`config.mk`:
```
export PLATFORM = sky130hd
export DESIGN_NAME = vid_ramp_seq
export DESIGN_NICKNAME = d
export VERILOG_FILES = /design/src/rtl/vid_ramp_pkg.sv /design/src/rtl/vid_ramp_judge.sv /design/src/rtl/vid_ramp_hold_cnt.sv /design/src/rtl/vid_ramp_dac.sv /design/src/rtl/vid_ramp_seq.sv
export SDC_FILE = /design/constraint.sdc
export NUM_CORES = 1
export LEC_CHECK = 0
export ABC_AREA = 1
export BUFFER_PORTS_ARGS = -buffer_cell sky130_fd_sc_hd__buf_2
export CAP_MARGIN = 30
export CORE_MARGIN = 2
export CORE_UTILIZATION = 55
export CTS_CLUSTER_SIZE = 25
export DETAILED_ROUTE_END_ITERATION = 6
export PLACE_DENSITY = 0.76
export SYNTH_ARGS = -nofsm -noshare
export SYNTH_HDL_FRONTEND = slang
export SYNTH_SLANG_ARGS = --single-unit
```
`constraint.sdc`:
```
create_clock -name clk -period 7.65 [get_ports clk]
set_clock_uncertainty 0.15 [all_clocks]
set_input_delay 0 -clock clk [delete_from_list [all_inputs] [get_ports clk]]
set_output_delay 0 -clock clk [all_outputs]
set_load 0.005 [all_outputs]
```
`src/rtl/vid_ramp_pkg.sv`:
```
package vid_ramp_pkg;

    typedef enum logic [1:0] {
        ST_IDLE = 2'd0,
        ST_RAMP = 2'd1,
        ST_HOLD = 2'd2
    } seq_state_e;

    typedef enum logic [2:0] {
        JD_NONE     = 3'd0,
        JD_ARRIVE   = 3'd1,
        JD_START    = 3'd2,
        JD_FOLLOW   = 3'd3,
        JD_REVERSE  = 3'd4,
        JD_RETARGET = 3'd5
    } verdict_e;

endpackage

```
`src/rtl/vid_ramp_judge.sv`:
```
module vid_ramp_judge
    import vid_ramp_pkg::*;
#(
    parameter int CODE_W = 6
) (
    input  logic [CODE_W-1:0] vid,
    input  logic [CODE_W-1:0] dac,
    input  logic [CODE_W-1:0] target,
    input  seq_state_e        state,
    input  logic              dir_up,
    output verdict_e          verdict,
    output logic              want_up
);

    always_comb begin
        want_up = (vid > dac);
        verdict = JD_NONE;
        if (vid != target) begin
            if (vid == dac) begin
                verdict = JD_ARRIVE;
            end else begin
                unique case (state)
                    ST_IDLE: verdict = JD_START;
                    ST_RAMP: verdict = (want_up == dir_up) ? JD_FOLLOW : JD_REVERSE;
                    ST_HOLD: verdict = JD_RETARGET;
                    default: verdict = JD_NONE;
                endcase
            end
        end
    end

endmodule

```
`src/rtl/vid_ramp_hold_cnt.sv`:
```
module vid_ramp_hold_cnt #(
    parameter int WAIT_TICKS = 2
) (
    input  logic clk,
    input  logic rst_n,
    input  logic clear,
    input  logic adv,
    output logic done
);

    localparam int CW = $clog2(WAIT_TICKS + 1);

    logic [CW-1:0] cnt_q;

    assign done = adv && (cnt_q == CW'(WAIT_TICKS - 1));

    always_ff @(posedge clk) begin
        if (!rst_n) begin
            cnt_q <= '0;
        end else if (clear) begin
            cnt_q <= '0;
        end else if (adv) begin
            cnt_q <= done ? '0 : cnt_q + CW'(1);
        end
    end

    // the pause counter never runs past the programmed wait
    p_wait_bound_r5: assert property (@(posedge clk) disable iff (!rst_n)
        cnt_q < CW'(WAIT_TICKS));

endmodule

```
`src/rtl/vid_ramp_dac.sv`:
```
module vid_ramp_dac #(
    parameter int CODE_W = 6
) (
    input  logic              clk,
    input  logic              rst_n,
    input  logic [CODE_W-1:0] load_val,
    input  logic              step,
    input  logic              up,
    output logic [CODE_W-1:0] dac
);

    always_ff @(posedge clk) begin
        if (!rst_n) begin
            dac <= load_val;
        end else if (step) begin
            dac <= up ? dac + CODE_W'(1) : dac - CODE_W'(1);
        end
    end

endmodule

```
`src/rtl/vid_ramp_seq.sv`:
```
module vid_ramp_seq
    import vid_ramp_pkg::*;
#(
    parameter int CODE_W     = 6,
    parameter int WAIT_TICKS = 2
) (
    input  logic              clk,
    input  logic              rst_n,
    input  logic              tick,
    input  logic [CODE_W-1:0] vid,
    output logic [CODE_W-1:0] dac_code,
    output logic              busy,
    output logic              at_target
);

    seq_state_e        state_q, state_d;
    logic [CODE_W-1:0] target_q;
    logic              dir_q, dir_d;
    logic              live_q;
    verdict_e          verdict;
    logic              want_up;
    logic              step_en;
    logic              hold_clr, hold_adv, hold_done;
    logic              near;
    logic [CODE_W-1:0] dac_up1, dac_dn1;

    vid_ramp_judge #(.CODE_W(CODE_W)) u_judge (
        .vid     (vid),
        .dac     (dac_code),
        .target  (target_q),
        .state   (state_q),
        .dir_up  (dir_q),
        .verdict (verdict),
        .want_up (want_up)
    );

    vid_ramp_hold_cnt #(.WAIT_TICKS(WAIT_TICKS)) u_hold (
        .clk   (clk),
        .rst_n (rst_n),
        .clear (hold_clr),
        .adv   (hold_adv),
        .done  (hold_done)
    );

    vid_ramp_dac #(.CODE_W(CODE_W)) u_dac (
        .clk      (clk),
        .rst_n    (rst_n),
        .load_val (vid),
        .step     (step_en),
        .up       (want_up),
        .dac      (dac_code)
    );

    assign dac_up1 = dac_code + CODE_W'(1);
    assign dac_dn1 = dac_code - CODE_W'(1);
    assign near    = want_up ? (dac_up1 == vid) : (dac_dn1 == vid);

    // state register
    always_ff @(posedge clk) begin
        if (!rst_n) begin
            state_q  <= ST_IDLE;
            target_q <= vid;
            dir_q    <= 1'b1;
            live_q   <= 1'b0;
        end else begin
            state_q  <= state_d;
            target_q <= vid;
            dir_q    <= dir_d;
            live_q   <= 1'b1;
        end
    end

    // next state and step control
    always_comb begin
        state_d  = state_q;
        dir_d    = dir_q;
        step_en  = 1'b0;
        hold_clr = 1'b0;
        hold_adv = 1'b0;
        unique case (state_q)
            ST_IDLE: begin
                if (verdict == JD_START) begin          // START
                    state_d = ST_RAMP;
                    dir_d   = want_up;
                    if (tick) begin
                        step_en = 1'b1;
                        if (near) state_d = ST_IDLE;   // LAND
                    end
                end
            end
            ST_RAMP: begin
                if (verdict == JD_ARRIVE) begin         // ARRIVE
                    state_d = ST_IDLE;
                end else if (verdict == JD_REVERSE) begin // REVERSE
                    state_d  = ST_HOLD;
                    dir_d    = want_up;
                    hold_clr = 1'b1;
                end else if (tick) begin
                    step_en = 1'b1;
                    if (near) state_d = ST_IDLE;       // LAND
                end
            end
            ST_HOLD: begin
                if (verdict == JD_ARRIVE) begin         // ARRIVE
                    state_d  = ST_IDLE;
                    hold_clr = 1'b1;
                end else begin
                    if (verdict == JD_RETARGET) dir_d = want_up; // RETARGET
                    hold_adv = tick;
                    if (hold_done) state_d = ST_RAMP;  // RESUME
                end
            end
            default: state_d = ST_IDLE;
        endcase
    end

    // outputs
    always_comb begin
        busy      = (state_q != ST_IDLE);
        at_target = (dac_code == target_q) && (state_q != ST_HOLD);
    end

    // single-code moves only
    p_one_lsb_r2: assert property (@(posedge clk) disable iff (!rst_n)
        (live_q && dac_code != $past(dac_code)) |->
        (dac_code == $past(dac_code) + CODE_W'(1) || dac_code == $past(dac_code) - CODE_W'(1)));

    // moves only after a ticked edge
    p_step_on_tick_r2: assert property (@(posedge clk) disable iff (!rst_n)
        (live_q && dac_code != $past(dac_code)) |-> $past(tick));

    // reversal mid-ramp enters the pause
    p_reverse_halts_r5: assert property (@(posedge clk) disable iff (!rst_n)
        (state_q == ST_RAMP && verdict == JD_REVERSE) |=> (state_q == ST_HOLD));

    // no step leaves the pause state
    p_hold_frozen_r5: assert property (@(posedge clk) disable iff (!rst_n)
        (state_q == ST_HOLD) |=> $stable(dac_code));

    // new code equal to the reference ends at once
    p_arrive_idle_r7: assert property (@(posedge clk) disable iff (!rst_n)
        (verdict == JD_ARRIVE) |=> (state_q == ST_IDLE && at_target));

    // idle implies the reference sits on the target
    p_idle_on_target_r8: assert property (@(posedge clk) disable iff (!rst_n)
        (state_q == ST_IDLE) |-> (dac_code == target_q));

endmodule

```
==> results of run 1 <==
## routing by layer
| layer | routed length, um | part of all wire, % |
|---|---|---|
| met1 | 1800 | 50 |
| met3 | 229 | 6.3 |
| met2 | 1500 | 41 |
| met4 | 100 | 2.8 |
| met5 | 0 | 0 |
## report_power, final
part           total, mW  internal (mW)  leakage (nW)  switching, mW
clock network     0.0513         0.0203        0.0150         0.0310
logic              0.575          0.222         0.729          0.353
registers          0.154          0.129         0.152         0.0249
## timing repair
action / CTS / global route
buffers inserted: 0 / 0
hold buffers: 8 / 0
hold endpoints to repair: 17 / 0
## final cells by class
cell class                 instances  share of cell area [%]
multi-input combinational        163                    58.4
tap                               31                    2.14
clock buffer                       4                    1.45
inverter                          34                    7.04
timing repair buffer              24                    8.84
sequential                        17                    22.1
## placed cells by master (no fill, tap or decap), types with 2 or more instances in the layout
| master | n |
|---|---|
| nand3_4 | 2 |
| clkbuf_4 | 3 |
| o21ai_1 | 6 |
| xnor2_1 | 4 |
| inv_2 | 3 |
| nand4_1 | 2 |
| nand2_4 | 4 |
| ha_1 | 15 |
| buf_2 | 16 |
| nand3_2 | 6 |
| a21oi_1 | 7 |
| nor2_1 | 9 |
| dlygate4sd3_1 | 8 |
| xor2_1 | 3 |
| edfxtp_1 | 6 |
| dfxtp_1 | 11 |
| nand2_2 | 7 |
| nor2_2 | 6 |
| nand2_1 | 49 |
| inv_1 | 30 |
| o21ai_0 | 9 |
| nor3_1 | 2 |
| o22ai_1 | 3 |
| nand3_1 | 14 |
| or2_2 | 2 |
## registers in the layout, summed over array words and instances, names as in the netlist
name / cells
u_hold.cnt_q: 2
state_q: 2
u_dac.dac: 6
target_q: 6
dir_q: 1
## kinds of logic (layout without fill, tap and decap cells)
kind of cell,count (synthesis),count (layout),share of synthesized area (%)
AOI/OAI and AO/OA,29,29,10.1
xor gates and xnor gates,7,7,3.86
adders and majority gates,16,16,13.1
buffers and inverters,35,62,8.26
DFF,17,17,25.2
and+or+nand+nor,111,111,39.5
## worst paths after layout
kind / cells past startpoint / end / start
min reg2reg: 2 / u_hold.cnt_q[1]$_SDFFE_PP0P_ / u_hold.cnt_q[1]$_SDFFE_PP0P_
min: 2 / target_q[3]$_DFF_P_ / vid[3]
max: 19 / state_q[0]$_SDFFE_PN0P_ / u_dac.dac[5]$_DFFE_PP_
max reg2reg: 19 / state_q[0]$_SDFFE_PN0P_ / u_dac.dac[5]$_DFFE_PP_
## per-stage QoR
stage	total power, mW	instances	hold WS (ns)	area (um2)	util (%)
CTS	0.772	273	0.253	1810	65.7
floorplan	0.599	215	-0.122	1590	-
detailed placement	0.715	261	0.0254	1710	61.8
finish	0.780	273	0.260	1810	65.7
global route	0.865	273	0.265	1810	65.7
global placement	0.712	261	0.0286	1710	61.8
==> flow_metrics.env, run 1 <==
export IMPL_synth_edff_count=6
export IMPL_die_y_um=57.8
export IMPL_power_density_nw_per_um2=431
export IMPL_grt_start_max_net_pins=13
export IMPL_crit_required_ns=7.71
export IMPL_wl_per_cell_um=13.3
export IMPL_vdd_drop_max_mv=0.321
export IMPL_avgSynthCellArea_um2=7.40
export IMPL_worstPathArrival_ns=3.32
export IMPL_cts_resized=0
export IMPL_initial_utilization_pct=57.7
export IMPL_crit_type="reg2reg"
export IMPL_r2r_slack_ns=4.39
export IMPL_yosysWarnings=0
export IMPL_dieArea_um2=3340
export IMPL_cts_buffers=3
export IMPL_io_pins=17
export IMPL_diodes=0
export IMPL_slew_headroom_pct=61.5
export IMPL_synthesis_nets=240
export IMPL_grt_util_met1_pct=37.0
export IMPL_rows=19
export IMPL_post_synth_num_cell_types=37
export IMPL_rsz0062_at_grt="no"
export IMPL_postSynthCellCount=215
export IMPL_post_drt_via_cell_ratio=5.35
export IMPL_synthTopCellsByArea="dfxtp_1 (14%), ha_1 (12%), nand2_1 (12%)"
export IMPL_synth_most_common_cell="nand2_1"
export IMPL_syn2layout_area_growth_pct=13.9
export IMPL_tightest_slew_ns=0.574
export IMPL_dp_hpwl_um=2850
export IMPL_tns_ns=0
export IMPL_path_max_fanout=8
export IMPL_fillers=254
export IMPL_drive_above_1_share_pct=22.3
export IMPL_synth_common_cells="nand2_1 (49), inv_1 (30), ha_1 (15), nand3_1 (14), dfxtp_1 (11)"
export IMPL_grt_pass1_wl_um=6420
export IMPL_postRouteAntennaNets=0
export IMPL_cp_cell_sequence="inv_1 > ha_1 > nand2_2 > nor2_4 > nand2_2 > nand3_4 > nand2_4 > ha_1 > a21oi_1 > nand2_1 > or2_2 > nand3_1 > nand3_1 > nor2_1 > nand3_1 > nand4_2 > nand3_2 > nor2_1 > nor2_2"
export IMPL_hold_viol=0
export IMPL_hp_class="in2reg"
export IMPL_ys_ff_latch=17
export IMPL_antenna_found_initial=0
export IMPL_cts_htree_levels=1
export IMPL_yosysTopAreaCell="dfxtp_1"
export IMPL_finalNetCount=268
export IMPL_multi_input_area_um2=1060
export IMPL_status="complete, no violations"
export IMPL_first_iter_violations=65
export IMPL_drtPass1Iterations=4
export IMPL_end_kind="flop"
export IMPL_cts_buffer_depth=2
export IMPL_grt_pass1_vias=1381
export IMPL_leakage_nw=0.897
export IMPL_path_buf_inv=1
export IMPL_post_route_period_util_pct=42.6
export IMPL_clock_sinks=17
export IMPL_async_reset_ff_share_pct=0
export IMPL_setup_violations=0
export IMPL_die_width_um=57.8
export IMPL_ff_latch_area_um2=400
export IMPL_grt_busiest_layer="met2"
export IMPL_synth_area_um2=1590
export IMPL_drc_errors=0
export IMPL_cts_root_buf="clkbuf_4"
export IMPL_clkLatencyLatePin_ns=0.30
export IMPL_vias=1460
export IMPL_fin_ws_ns=4.39
export IMPL_slew_violations=0
export IMPL_ys_seq_area_share_pct=25.2
export IMPL_cts_clk_slew_worst_paths_ns=0.11
export IMPL_drv_cap=0
export IMPL_crit_path_top_delay_cell="edfxtp_1"
export IMPL_portBuffers=16
export IMPL_fin_crit_ns=3.26
export IMPL_cts_tree="yes"
export IMPL_grtUsageMet2_pct=37.0
export IMPL_pre_cts_ws_ns=4.42
export IMPL_crit_path_start_kind="flop"
export IMPL_crit_family="simple AND/OR/NAND/NOR gates"
export IMPL_path_common_cell="nand3_1"
export IMPL_ys_flop_type="dfxtp_1"
export IMPL_netlist_area_leader_share_pct=13.8
export IMPL_use_met3_pct=2.90
export IMPL_track_usage_pct=25.0
export IMPL_core_um2=2760
export IMPL_critPathMaxStageDelay_ns=0.40
export IMPL_wl_um=3630
export IMPL_routabilityCongestion=1.06
export IMPL_max_clock_freq_mhz=307
export IMPL_overflow=0
(Power assumes the default switching activity.)
==> run 2, diff against run 1 <==
Settings changed: ABC_AREA 1 to 0, PLACE_DENSITY 0.76 to 0.77.
Clock period 7.65 ns to 3.2 ns, I/O delays scaled along.
==> run 2 against run 1 <==
Compared with the run above:
- the flow now finishes with violations (design-rule violations, negative setup slack)
- flip-flop and latch count did not move
- global-route usage rose by 1.4 points
- synthesized cell count fell by 23%
- cell count fell by 5.9%
- routed wire length rose by 50%
- clock power is 140% higher
- sequential power grew 130%
- setup slack got worse by 4.5 ns
- die area down 3.4%
- utilization up 14 points
- power grew to 3.6 times the previous value
==> flow_metrics.env, run 2 <==
export IMPL_critPathMaxStageDelay_ns=0.41
export IMPL_netlist_area_leader_share_pct=14.4
export IMPL_crit_path_top_delay_cell="edfxtp_1"
export IMPL_syn2layout_area_growth_pct=40.7
export IMPL_io_pins=17
export IMPL_dieArea_um2=3220
export IMPL_portBuffers=16
export IMPL_sequentialPowerShare_pct=12.4
export IMPL_post_synth_num_cell_types=48
export IMPL_finalNetCount=252
export IMPL_cp_cell_sequence="inv_1 > ha_4 > a21oi_2 > or2_4 > nand3_2 > nand2_2 > inv_2 > fa_2 > inv_1 > a21o_1 > a21oi_2 > xnor2_2 > xor2_2 > nor4_4 > o211ai_2 > mux2i_1"
export IMPL_crit_required_ns=3.28
export IMPL_rsz0062_at_grt="yes"
export IMPL_first_iter_violations=134
export IMPL_vias=1662
export IMPL_grt_start_max_net_pins=12
export IMPL_cts_htree_levels=1
export IMPL_top_regs="target_q x6, u_dac.dac x6"
export IMPL_fin_crit_ns=3.36
export IMPL_clock_sinks=17
export IMPL_diodes=0
export IMPL_drive_above_1_share_pct=43.4
export IMPL_synth_area_um2=1530
export IMPL_crit_path_start_kind="flop"
export IMPL_cts_tree="yes"
export IMPL_path_buf_inv=3
export IMPL_postRouteAntennaNets=0
export IMPL_overflow=0
export IMPL_cts_clk_slew_worst_paths_ns=0.11
export IMPL_netSwitchingFraction_pct=46.2
export IMPL_leakage_nw=0.947
export IMPL_clkLatencyLatePin_ns=0.31
export IMPL_final_common_cell="buf_4"
export IMPL_drv_cap=0
export IMPL_power_density_nw_per_um2=1320
export IMPL_synth_edff_count=6
export IMPL_yosysTopAreaCell="dfxtp_1"
export IMPL_status="finished, violations left"
export IMPL_drc_errors=1
export IMPL_initial_utilization_pct=56.5
export IMPL_vdd_drop_max_mv=1.07
export IMPL_end_kind="flop"
export IMPL_power_total_mw=2.84
export IMPL_violations="design-rule violations, negative setup slack"
export IMPL_synthTopCellsByArea="dfxtp_1 (14%), ha_1 (12%), edfxtp_1 (12%)"
export IMPL_tightest_slew_ns=0.399
export IMPL_yosysWarnings=0
export IMPL_max_clock_freq_mhz=298
export IMPL_die_width_um=56.8
export IMPL_track_usage_pct=26.4
export IMPL_fin_ws_ns=-0.157
export IMPL_synth_most_common_cell="inv_1"
export IMPL_tns_ns=-0.287
export IMPL_power_switching_mw=1.31
export IMPL_async_reset_ff_share_pct=0
export IMPL_crit_family="adder cells"
export IMPL_avgSynthCellArea_um2=9.23
export IMPL_die_y_um=56.8
export IMPL_synthesis_nets=191
export IMPL_slew_violations=0
export IMPL_core_um2=2710
export IMPL_dp_hpwl_um=3050
export IMPL_synth_common_cells="inv_1 (17), ha_1 (15), nand2_1 (15), xnor2_1 (14), dfxtp_1 (11)"
export IMPL_rows=19
export IMPL_cts_buffer_depth=2
export IMPL_ys_flop_type="dfxtp_1"
export IMPL_final_cell_mix="buf_4 (33), buf_2 (15), inv_1 (13), nand2_1 (13)"
export IMPL_cts_buffers=3
export IMPL_post_drt_via_cell_ratio=6.47
export IMPL_path_max_fanout=4
export IMPL_pwr_share_clk_pct=4.4
export IMPL_wl_um=5420
export IMPL_fillers=152
export IMPL_slew_headroom_pct=73.1
export IMPL_hp_class="in2reg"
export IMPL_antenna_found_initial=0
export IMPL_postSynthCellCount=166
export IMPL_grt_pass1_wl_um=6490
export IMPL_combPwrFrac_pct=83.3
export IMPL_setup_violations=3
export IMPL_routabilityCongestion=0.911
export IMPL_grt_pass1_vias=1389
export IMPL_intPower_mw=1.53
export IMPL_cts_root_buf="clkbuf_4"
export IMPL_worstPathArrival_ns=3.43
export IMPL_wl_per_cell_um=21.1
export IMPL_drtPass1Iterations=7
export IMPL_hold_viol=0
export IMPL_crit_type="reg2reg"
export IMPL_post_route_period_util_pct=105
export IMPL_ys_ff_latch=17
export IMPL_ys_seq_area_share_pct=26.1
export IMPL_whs_ns=0.214
## run 2: cell count changes after synthesis, sizes merged, moves of 5 or more
cell / delta
nor2: -10
xnor2: +10
nand3: -16
inv: -16
o211ai: +5
nand2: -45
o21ai: -10
## run 2: area by class of cell
class                      count  area [um2]  area share (%)
tap                           31        38.8            1.80
sequential                    17         400            18.6
clock buffer                   4        26.3            1.22
multi-input combinational    131        1210            56.4
inverter                      17        63.8            2.96
timing repair buffer          57         410            19.0
## run 2: worst paths after layout
path	startpoint	end	slack, ns	depth (start not counted)
max	u_dac.dac[3]$_DFFE_PP_	state_q[1]$_SDFFE_PN0P_	-0.16	16
min	vid[0]	target_q[0]$_DFF_P_	0.21	2
max reg2reg	u_dac.dac[3]$_DFFE_PP_	state_q[1]$_SDFFE_PN0P_	-0.16	16
min reg2reg	u_hold.cnt_q[1]$_SDFFE_PP0P_	u_hold.cnt_q[1]$_SDFFE_PP0P_	0.35	2
## run 2: worst reg2reg max path: cells and delay by family, from the launching register on
family / cells / cell delay [ns]
DFF: 1 / 0.41
adders and majority gates: 2 / 0.61
muxes: 1 / 0.25
and+or+nand+nor: 4 / 0.46
xor gates and xnor gates: 2 / 0.51
AOI/OAI and AO/OA: 4 / 0.62
buffers and inverters: 3 / 0.27
## run 2: routing by layer
layer	GRT usage [%]	share of wire [%]
met2	46.7	46
met1	33.1	40
met4	9.30	5.8
met3	2.76	8.5
met5	0	0
## run 2: timing repair
| item | 4_1_cts | 5_1_grt |
|---|---|---|
| hold buffers | 8 | 0 |
| buffers inserted | 3 | 12 |
| hold endpoints to repair | 15 | 0 |
| resized for setup | 3 | 24 |
| setup endpoints to repair | 2 | 3 |
| pin swaps | 7 | 20 |
## run 2: cells by family after synthesis
group                      count (synthesis)  synth area share (%)
and+or+nand+nor                           48                  18.3
DFF                                       17                  26.1
buffers and inverters                     18                  4.41
AOI/OAI and AO/OA                         38                  19.1
adders and majority gates                 16                  13.6
muxes                                      8                  5.56
xor gates and xnor gates                  21                  12.9
## run 2: metrics by stage
step / util, % / cell area, um2 / cells / setup slack, ns
floorplan: - / 1540 / 166 / 0.0107
finish: 79.5 / 2150 / 257 / -0.157
global route: 79.5 / 2150 / 257 / -0.264
detailed placement: 66.3 / 1800 / 231 / -0.109
CTS: 71.2 / 1930 / 246 / 0.0175
global placement: 66.3 / 1800 / 231 / -0.0300
## run 2: power by group through the flow
stage	logic [mW]	clock network (mW)	registers [mW]
global route	2.44	0.131	0.355
detailed placement	1.60	0	0.345
global placement	1.55	0	0.342
floorplan	1.06	0	0.368
finish	2.36	0.124	0.351
CTS	1.69	0.123	0.340
==> run 3, diff against run 2 <==
Settings changed: ABC_AREA 0 to 1, PLACE_DENSITY 0.77 to 0.76.
==> run 3 against run 2 <==
Compared with the run above:
- the flow now finishes without violations
- fmax up 9.3%
- setup slack improved by 0.29 ns
- global-route usage is 4.0 points lower
- largest cell class unchanged
==> flow_metrics.env, run 3 (same netlist as run 1, synthesis figures left out) <==
export IMPL_status="complete, no violations"
export IMPL_max_clock_freq_mhz=326
export IMPL_crit_path_start_kind="input pin"
export IMPL_cts_buffer_depth=2
export IMPL_setup_violations=0
export IMPL_fin_ws_ns=0.129
export IMPL_clock_sinks=17
export IMPL_cts_htree_levels=1
export IMPL_core_um2=2760
export IMPL_syn2layout_area_growth_pct=27.2
export IMPL_cp_cell_sequence="dlygate4sd3_1 > buf_2 > ha_1 > nand2_1 > nand2_1 > nand2_2 > nand3_4 > nand2_8 > inv_2 > fa_2 > or2_2 > nand3_1 > nor2_1 > nand3_1 > nor2_1 > nand3_1 > nand4_2 > nand3_2 > nand2_1 > inv_1 > nor2_1"
export IMPL_tightest_slew_ns=0.324
export IMPL_crit_required_ns=3.28
export IMPL_post_route_period_util_pct=96.0
export IMPL_leakage_nw=0.973
export IMPL_overflow=0
export IMPL_fillers=202
export IMPL_dieArea_um2=3340
export IMPL_ff_latch_area_um2=400
export IMPL_cts_root_buf="clkbuf_4"
export IMPL_hold_path_depth=6
export IMPL_cts_clk_slew_worst_paths_ns=0.10
export IMPL_final_cell_mix="nand2_1 (47), inv_1 (24), buf_2 (16), buf_4 (15), nand3_1 (14)"
export IMPL_pre_cts_ws_ns=-0.00630
export IMPL_top_regs="target_q x6, u_dac.dac x6"
export IMPL_antenna_found_initial=0
export IMPL_rows=19
export IMPL_track_usage_pct=22.4
export IMPL_drc_errors=0
export IMPL_cts_buffers=3
export IMPL_final_common_cell="nand2_1"
export IMPL_die_y_um=57.8
export IMPL_fin_cells=287
export IMPL_vdd_drop_max_mv=0.893
export IMPL_wl_um=3820
export IMPL_end_kind="flop"
export IMPL_initial_utilization_pct=57.7
export IMPL_io_pins=17
export IMPL_drtPass1Iterations=4
export IMPL_cts_tree="yes"
export IMPL_post_drt_via_cell_ratio=5.50
export IMPL_diodes=0
export IMPL_crit_type="in2reg"
export IMPL_finalNetCount=282
export IMPL_slew_violations=0
export IMPL_first_iter_violations=79
export IMPL_crit_path_top_delay_cell="dlygate4sd3_1"
export IMPL_grt_pass1_wl_um=5860
export IMPL_portBuffers=16
export IMPL_vias=1578
export IMPL_dp_cells=266
export IMPL_wl_per_cell_um=13.3
export IMPL_critPathMaxStageDelay_ns=0.55
export IMPL_fin_crit_ns=3.07
export IMPL_multi_input_area_um2=1170
export IMPL_power_total_mw=2.24
export IMPL_dp_hpwl_um=2780
export IMPL_rr_worst_depth=20
export IMPL_grt_pass1_vias=1321
export IMPL_postRouteAntennaNets=0
export IMPL_grt_start_max_net_pins=13
export IMPL_slew_headroom_pct=78.4
export IMPL_clkLatencyLatePin_ns=0.29
export IMPL_hp_class="in2reg"
export IMPL_die_width_um=57.8
export IMPL_routabilityCongestion=0.820
export IMPL_drive_above_1_share_pct=35.2
export IMPL_power_density_nw_per_um2=1110
export IMPL_worstPathArrival_ns=3.15
export IMPL_path_max_fanout=8
export IMPL_drv_cap=0
export IMPL_hold_viol=0
-- run 3: area by class of cell --
type                    instances  share of cell area [%]
clock buffers                   3                    1.11
inverters                      34                    6.31
multi-input cells             163                    57.6
repair buffers                 38                    13.0
flip-flops and latches         17                    19.8
clock inverters                 1                   0.247
well taps                      31                    1.92
-- run 3: final timing paths --
kind	start	endpoint	slack [ns]
min	tick	state_q[1]$_SDFFE_PN0P_	0.02
max reg2reg	u_dac.dac[1]$_DFFE_PP_	state_q[1]$_SDFFE_PN0P_	0.14
min reg2reg	u_hold.cnt_q[1]$_SDFFE_PP0P_	u_hold.cnt_q[1]$_SDFFE_PP0P_	0.36
max	vid[1]	state_q[1]$_SDFFE_PN0P_	0.13
-- run 3: metal layers --
metal	share of wire (%)	wire (um)	GRT usage (%)
met1	47	1790	34.6
met2	46	1760	32.8
met3	6.2	238	3.13
met4	0.94	36	5.65
met5	0	0	0
-- run 3: repair_timing --
action / 4_1_cts / 5_1_grt
endpoints found under the hold margin: 17 / 0
buffers inserted: 1 / 9
pin swaps: 0 / 8
endpoints found under the setup margin: 2 / 2
hold buffers: 7 / 0
gates resized for setup: 0 / 22
-- run 3: power by group --
part	leakage, nW	total [mW]	switching [mW]	internal [mW]
clock network	0.0177	0.119	0.0723	0.0465
logic	0.803	1.76	0.986	0.777
registers	0.152	0.355	0.0480	0.307
-- run 3: through the flow --
| stage | hold WS, ns | instance area [um2] | util, % | TNS [ns] |
|---|---|---|---|---|
| after global routing | 0.0495 | 2020 | 73.4 | -0.108 |
| after floorplan | -0.122 | 1590 | - | 0 |
| after detailed placement | 0.00995 | 1740 | 63.2 | -0.00630 |
| after global placement | 0.0132 | 1740 | 63.2 | 0 |
| after CTS | 0.0194 | 1850 | 67.0 | 0 |
| final | 0.0215 | 2020 | 73.4 | 0 |
-- run 3: worst max-delay path, delay by kind of cell --
kind                     cells  cell delay, ns
adder cells (fa/ha/maj)      2            0.89
buffers and inverters        4            0.81
AND/OR/NAND/NOR             15            1.41
